<file path="src/rtl/colgen_pkg.sv">
package colgen_pkg;
  // Strobes passed from the burst control to the address datapath
  typedef struct packed {
    logic load;   // capture a new start column and ordering
    logic adv;    // step the beat counter
  } colgen_strobe_t;
endpackage

</file>
<file path="src/rtl/colgen_dp.sv">
module colgen_dp
  import colgen_pkg::*;
#(
  parameter int COL_W = 9
) (
  input  logic                 clk,
  input  logic                 rstN,
  input  colgen_strobe_t       strb,
  input  logic [COL_W-1:0]     startCol,
  input  logic [2:0]           lenCode,
  input  logic                 burstIlv,
  output logic [COL_W-1:0]     colOut,
  output logic                 atEnd
);
  localparam int FIX_W = 3;  // widest fixed burst is 2**FIX_W beats

  logic [COL_W-1:0] baseQ, cntQ, maskQ, maskNext;
  logic             ilvQ;

  // Mask of the address bits that move within one burst
  always_comb begin
    maskNext = '0;
    if (lenCode[2]) begin
      if (burstIlv) maskNext[FIX_W-1:0] = '1;
      else          maskNext = '1;
    end else begin
      for (int b = 0; b < FIX_W; b++)
        if (b < int'(lenCode[1:0])) maskNext[b] = 1'b1;
    end
  end

  always_ff @(posedge clk or negedge rstN) begin
    if (!rstN) begin
      baseQ <= '0;
      cntQ  <= '0;
      maskQ <= '0;
      ilvQ  <= 1'b0;
    end else if (strb.load) begin
      baseQ <= startCol;
      cntQ  <= '0;
      maskQ <= maskNext;
      ilvQ  <= burstIlv;
    end else if (strb.adv) begin
      cntQ  <= cntQ + 1'b1;
    end
  end

  always_comb begin
    if (ilvQ) colOut = baseQ ^ cntQ;
    else      colOut = (baseQ & ~maskQ) | ((baseQ + cntQ) & maskQ);
  end

  assign atEnd = (cntQ == maskQ);

  // the first beat after a load is the captured start column
  assert_first_col_R2: assert property (@(posedge clk) disable iff (!rstN)
    strb.load |=> colOut == $past(startCol));

  // sequential stepping leaves the bits above the burst block alone
  assert_seq_upper_R3: assert property (@(posedge clk) disable iff (!rstN)
    (strb.adv && !ilvQ) |=> ((colOut & ~maskQ) == $past(colOut & ~maskQ)));

  // interleaved columns differ from the start only inside the block
  assert_ilv_bound_R4: assert property (@(posedge clk) disable iff (!rstN)
    (strb.adv && ilvQ) |=> (((colOut ^ baseQ) & ~maskQ) == '0));
endmodule

</file>
<file path="src/rtl/colgen_ctrl.sv">
module colgen_ctrl
  import colgen_pkg::*;
(
  input  logic           clk,
  input  logic           rstN,
  input  logic           burstStart,
  input  logic           burstStop,
  input  logic [2:0]     lenCode,
  input  logic           burstIlv,
  input  logic           atEnd,
  output colgen_strobe_t strb,
  output logic           beatValid,
  output logic           beatLast,
  output logic           lenIllegal
);
  logic activeQ, fullQ, illegalQ;

  assign beatValid  = activeQ;
  assign beatLast   = activeQ && !fullQ && atEnd;
  assign lenIllegal = activeQ && illegalQ;

  always_comb begin
    strb.load = burstStart;
    strb.adv  = activeQ && !burstStart && !burstStop && !beatLast;
  end

  always_ff @(posedge clk or negedge rstN) begin
    if (!rstN) begin
      activeQ  <= 1'b0;
      fullQ    <= 1'b0;
      illegalQ <= 1'b0;
    end else if (burstStart) begin
      activeQ  <= 1'b1;
      fullQ    <= lenCode[2] && !burstIlv;
      illegalQ <= lenCode[2] && burstIlv;
    end else if (burstStop || beatLast) begin
      activeQ  <= 1'b0;
    end
  end

  // a sampled start always yields a beat
  assert_start_valid_R2: assert property (@(posedge clk) disable iff (!rstN)
    burstStart |=> beatValid);

  // the burst ends after its last beat unless restarted
  assert_end_after_last_R6: assert property (@(posedge clk) disable iff (!rstN)
    (beatLast && !burstStart) |=> !beatValid);

  // a full-page burst keeps running while left alone
  assert_full_runs_R7: assert property (@(posedge clk) disable iff (!rstN)
    (beatValid && fullQ && !burstStop && !burstStart) |=> beatValid);

  // a stop without a start ends the burst
  assert_stop_R8: assert property (@(posedge clk) disable iff (!rstN)
    (burstStop && !burstStart) |=> !beatValid);

  // interleaved full page is reported
  assert_illegal_R10: assert property (@(posedge clk) disable iff (!rstN)
    (burstStart && lenCode[2] && burstIlv) |=> lenIllegal);
endmodule

</file>
<file path="src/rtl/burst_colgen.sv">
module burst_colgen
  import colgen_pkg::*;
#(
  parameter int COL_W = 9
) (
  input  logic             clk,
  input  logic             rstN,
  input  logic             burstStart,
  input  logic             burstStop,
  input  logic [COL_W-1:0] startCol,
  input  logic [2:0]       lenCode,
  input  logic             burstIlv,
  output logic [COL_W-1:0] colOut,
  output logic             beatValid,
  output logic             beatLast,
  output logic             lenIllegal
);
  colgen_strobe_t strb;
  logic           atEnd;

  colgen_ctrl u_ctrl (
    .clk        (clk),
    .rstN       (rstN),
    .burstStart (burstStart),
    .burstStop  (burstStop),
    .lenCode    (lenCode),
    .burstIlv   (burstIlv),
    .atEnd      (atEnd),
    .strb       (strb),
    .beatValid  (beatValid),
    .beatLast   (beatLast),
    .lenIllegal (lenIllegal)
  );

  colgen_dp #(.COL_W(COL_W)) u_dp (
    .clk      (clk),
    .rstN     (rstN),
    .strb     (strb),
    .startCol (startCol),
    .lenCode  (lenCode),
    .burstIlv (burstIlv),
    .colOut   (colOut),
    .atEnd    (atEnd)
  );
endmodule

</file>
<file path="config.mk">
export PLATFORM = sky130hd
export DESIGN_NAME = burst_colgen
export DESIGN_NICKNAME = d
export VERILOG_FILES = /design/src/rtl/colgen_pkg.sv /design/src/rtl/colgen_dp.sv /design/src/rtl/colgen_ctrl.sv /design/src/rtl/burst_colgen.sv
export SDC_FILE = /design/constraint.sdc
export NUM_CORES = 1
export LEC_CHECK = 0
export CAP_MARGIN = 40
export CORE_MARGIN = 2
export CORE_UTILIZATION = 50
export DETAILED_ROUTE_END_ITERATION = 10
export HOLD_SLACK_MARGIN = 0.06
export PLACE_DENSITY = 0.86
export SLEW_MARGIN = 25
export SYNTH_ARGS = -nofsm -noshare
export SYNTH_HDL_FRONTEND = slang
export SYNTH_SLANG_ARGS = --single-unit
</file>
<file path="constraint.sdc">
create_clock -name clk -period 2.6 [get_ports clk]
set_input_delay 0.26 -clock clk [delete_from_list [all_inputs] [get_ports clk]]
set_output_delay 0.26 -clock clk [all_outputs]
set_load 0.005 [all_outputs]
</file>
==> impl_metrics.py <==
metrics = {
    "timing": {
        "rsz0062_at_grt": "yes",
        "finalMaxSlewViolations": 0,
        "period_needed_ps": 2570,
        "hold_violations": 0,
        "min_period_over_period": 0.990,
        "skew_ps": 2.89,
        "worst_pin_slew_ps": 733,
        "tns_ps": 0,
        "timing.fmax_ghz": 0.389,
        "setup_viol": 0,
        "maxSlewHeadroom": 0.510,
        "setup_ws_ps": 27.1,
        "whs_ps": 264,
    },
    "drt": {
        "dr.pass1.iters": 4,
        "wl_per_cell_um": 14.9,
        "drtIter0Drc": 121,
        "wl_mm": 4.06,
        "drcViolationCount": 0,
        "ant_nets": 0,
        "dr_total_vias": 1524,
        "vias_per_cell": 5.58,
    },
    "logic_synthesis": {
        "synthArstFlopShare": 1.00,
        "ys_top_cells_by_area": "dfrtp_1 (38%), ha_1 (6.8%), mux2_2 (6.2%)",
        "synth_seq_cells": 25,
        "synth_ff_type": "dfrtp_1",
        "yosys.cell_types.count": 37,
        "synth_common_cells": "dfrtp_1 (25), nor2_1 (25), nand2_1 (14)",
        "syn_inst": 183,
        "ys_seq_area_frac": 0.380,
        "yosys_warnings": 0,
        "synth_area_leader_cell": "dfrtp_1",
        "synth-edff-count": 0,
        "synth_area_um2": 1650,
        "synth.avg_cell_area_um2": 8.99,
        "netlist.area_leader.share": 0.380,
        "syn_nets": 210,
    },
    "setup_path": {
        "slowest_delay_ps": 410,
        "path_delay_family": "compound AO/OA/AOI/OAI gates",
        "cp_slowest_cell": "dfrtp_1",
        "critical_path_class": "reg2out",
        "cp_cell_sequence": "ha_2 -> inv_2 -> fa_2 -> nor2b_4 -> o31a_1 -> o22a_2 -> mux2i_1 -> a221oi_2 -> buf_2",
        "setup.worst_path.start_class": "register",
        "worstReg2RegStart": "u_dp.cntQ[1]",
        "rrSetupSlack_ps": 910,
        "critPathRequiredTime_ps": 2340,
        "end_kind": "output port",
        "crit_path_start": "u_dp.baseQ[0]",
        "worstPathMaxFanout": 3,
        "worst-path-buf-inv": 2,
        "critPathArrivalTime_ps": 2310,
    },
    "flow_run": {
        "max-cap-violations": 0,
    },
    "place": {
        "gp_congestion": 0.935,
        "place_hpwl_mm": 2.75,
        "post-place-ws_ps": -33.5,
        "io_buffers": 28,
    },
    "clock_tree": {
        "insertion_delay_ps": 330,
        "clkTransAtPathRegs_ps": 140,
        "cts_hold_buf": 0,
        "clockRootBuffer": "clkbuf_4",
        "cts.sinks": 25,
        "clockBufferDepth": 2,
        "cts_buffers": 3,
        "cts_tree": "yes",
        "h-tree-depth": 1,
    },
    "power": {
        "peakVddDrop_v": 0.000407,
        "p_leak_nw": 0.966,
        "total_power_mw": 0.917,
        "powerDensity_nw_per_um2": 414,
    },
    "grt": {
        "grt_use_total": 0.241,
        "grt_antenna_before_repair": 0,
        "grt_max_degree": 26,
        "grt_overflow": 0,
        "grt_pass1_wl_mm": 6.71,
        "grt_pass1_vias": 1510,
    },
    "outcome": {
        "status": "finished, final reports clean",
    },
    "min_path": {
        "min_path_type": "in2async",
    },
    "cells_and_area": {
        "syn_to_final_growth_pct": 34.7,
        "antenna_cells": 0,
        "drive_gt1_frac": 0.249,
        "final_core_util": 0.714,
        "layout.nets": 257,
    },
    "die": {
        "initial_core_util": 0.530,
        "ios": 29,
        "die-area_um2": 3770,
        "die_w_um": 61.4,
        "die_h_um": 61.4,
        "fp-row-count": 20,
        "coreArea_um2": 3100,
    },
}
power by group:
group          switching, mW  internal, mW  total, mW  leakage (nW)
Clock                  0.127        0.0580      0.185        0.0177
Combinational          0.126         0.161      0.288         0.639
Sequential            0.0298         0.414      0.444         0.310
sequential cells by signal, summed over array words and instances, names as in the netlist:
register          cells
u_ctrl.beatValid      1
u_ctrl.illegalQ       1
u_dp.baseQ            9
u_dp.cntQ             9
u_dp.ilvQ             1
u_dp.maskQ            4
layout by cell type (no fill, tap or decap), types with 4 or more instances in the layout:
| cell type | n |
|---|---|
| and3_1 | 4 |
| nand4_1 | 4 |
| o21ai_0 | 7 |
| xnor2_1 | 6 |
| clkdlybuf4s50_1 | 22 |
| dfrtp_1 | 25 |
| ha_4 | 4 |
| mux2_2 | 9 |
| inv_1 | 9 |
| nor2_1 | 25 |
| a21oi_1 | 11 |
| nand2_1 | 14 |
| xor2_1 | 6 |
| buf_4 | 21 |
cell type report:
class,count,area (um2)
Sequential cell,25,626
Tap cell,44,55.1
Clock buffer,3,22.5
Fill cell,262,887
Inverter,10,37.5
Clock inverter,1,5.00
Timing Repair Buffer,49,424
Multi-Input combinational cell,141,1050
repair_timing:
item / 4_1_cts / 5_1_grt
pin swaps: 6 / 7
setup buffers: 5 / 4
gates resized for setup: 21 / 10
endpoints found under the hold margin: 0 / 0
endpoints found under the setup margin: 5 / 7
final timing paths:
kind | to | depth (start not counted)
setup / recovery | colOut[6] | 9
hold / removal | u_dp.baseQ[8] | 2
setup reg to reg | u_dp.cntQ[1] | 7
hold reg to reg | u_ctrl.illegalQ | 2
max in group asynchronous | u_dp.maskQ[7] | 2
min in group clk | u_dp.baseQ[1] | 3
cells by family (layout without fill, tap and decap cells):
logic type                 Yosys count  count (layout)  synth area share
AOI/OAI and AO/OA                   44              44             0.183
xor gates and xnor gates            12              12            0.0639
adders and majority gates           10              10            0.0806
buffers and inverters               17              63            0.0388
DFF                                 25              25             0.380
muxes                               11              11            0.0738
and+or+nand+nor                     64              64             0.179
metal layers:
| metal | track usage | share of wire | wire (um) | vias to the layer above |
|---|---|---|---|---|
| met4 | 0.0821 | 0.023 | 93 | 0 |
| met2 | 0.426 | 0.51 | 2080 | 51 |
| li1 | - | - | - | 742 |
| met1 | 0.293 | 0.42 | 1700 | 722 |
| met3 | 0.0483 | 0.047 | 191 | 9 |
| met5 | 0 | 0 | 0 | - |
through the flow:
stage | area (um2) | cells
2_1_floorplan | 1650 | 183
3_3_place_gp | 2040 | 260
3_5_place_dp | 2040 | 260
4_1_cts | 2170 | 269
5_1_grt | 2220 | 273
6_report | 2220 | 273
Note: power is estimated with default switching activity, not from simulation.
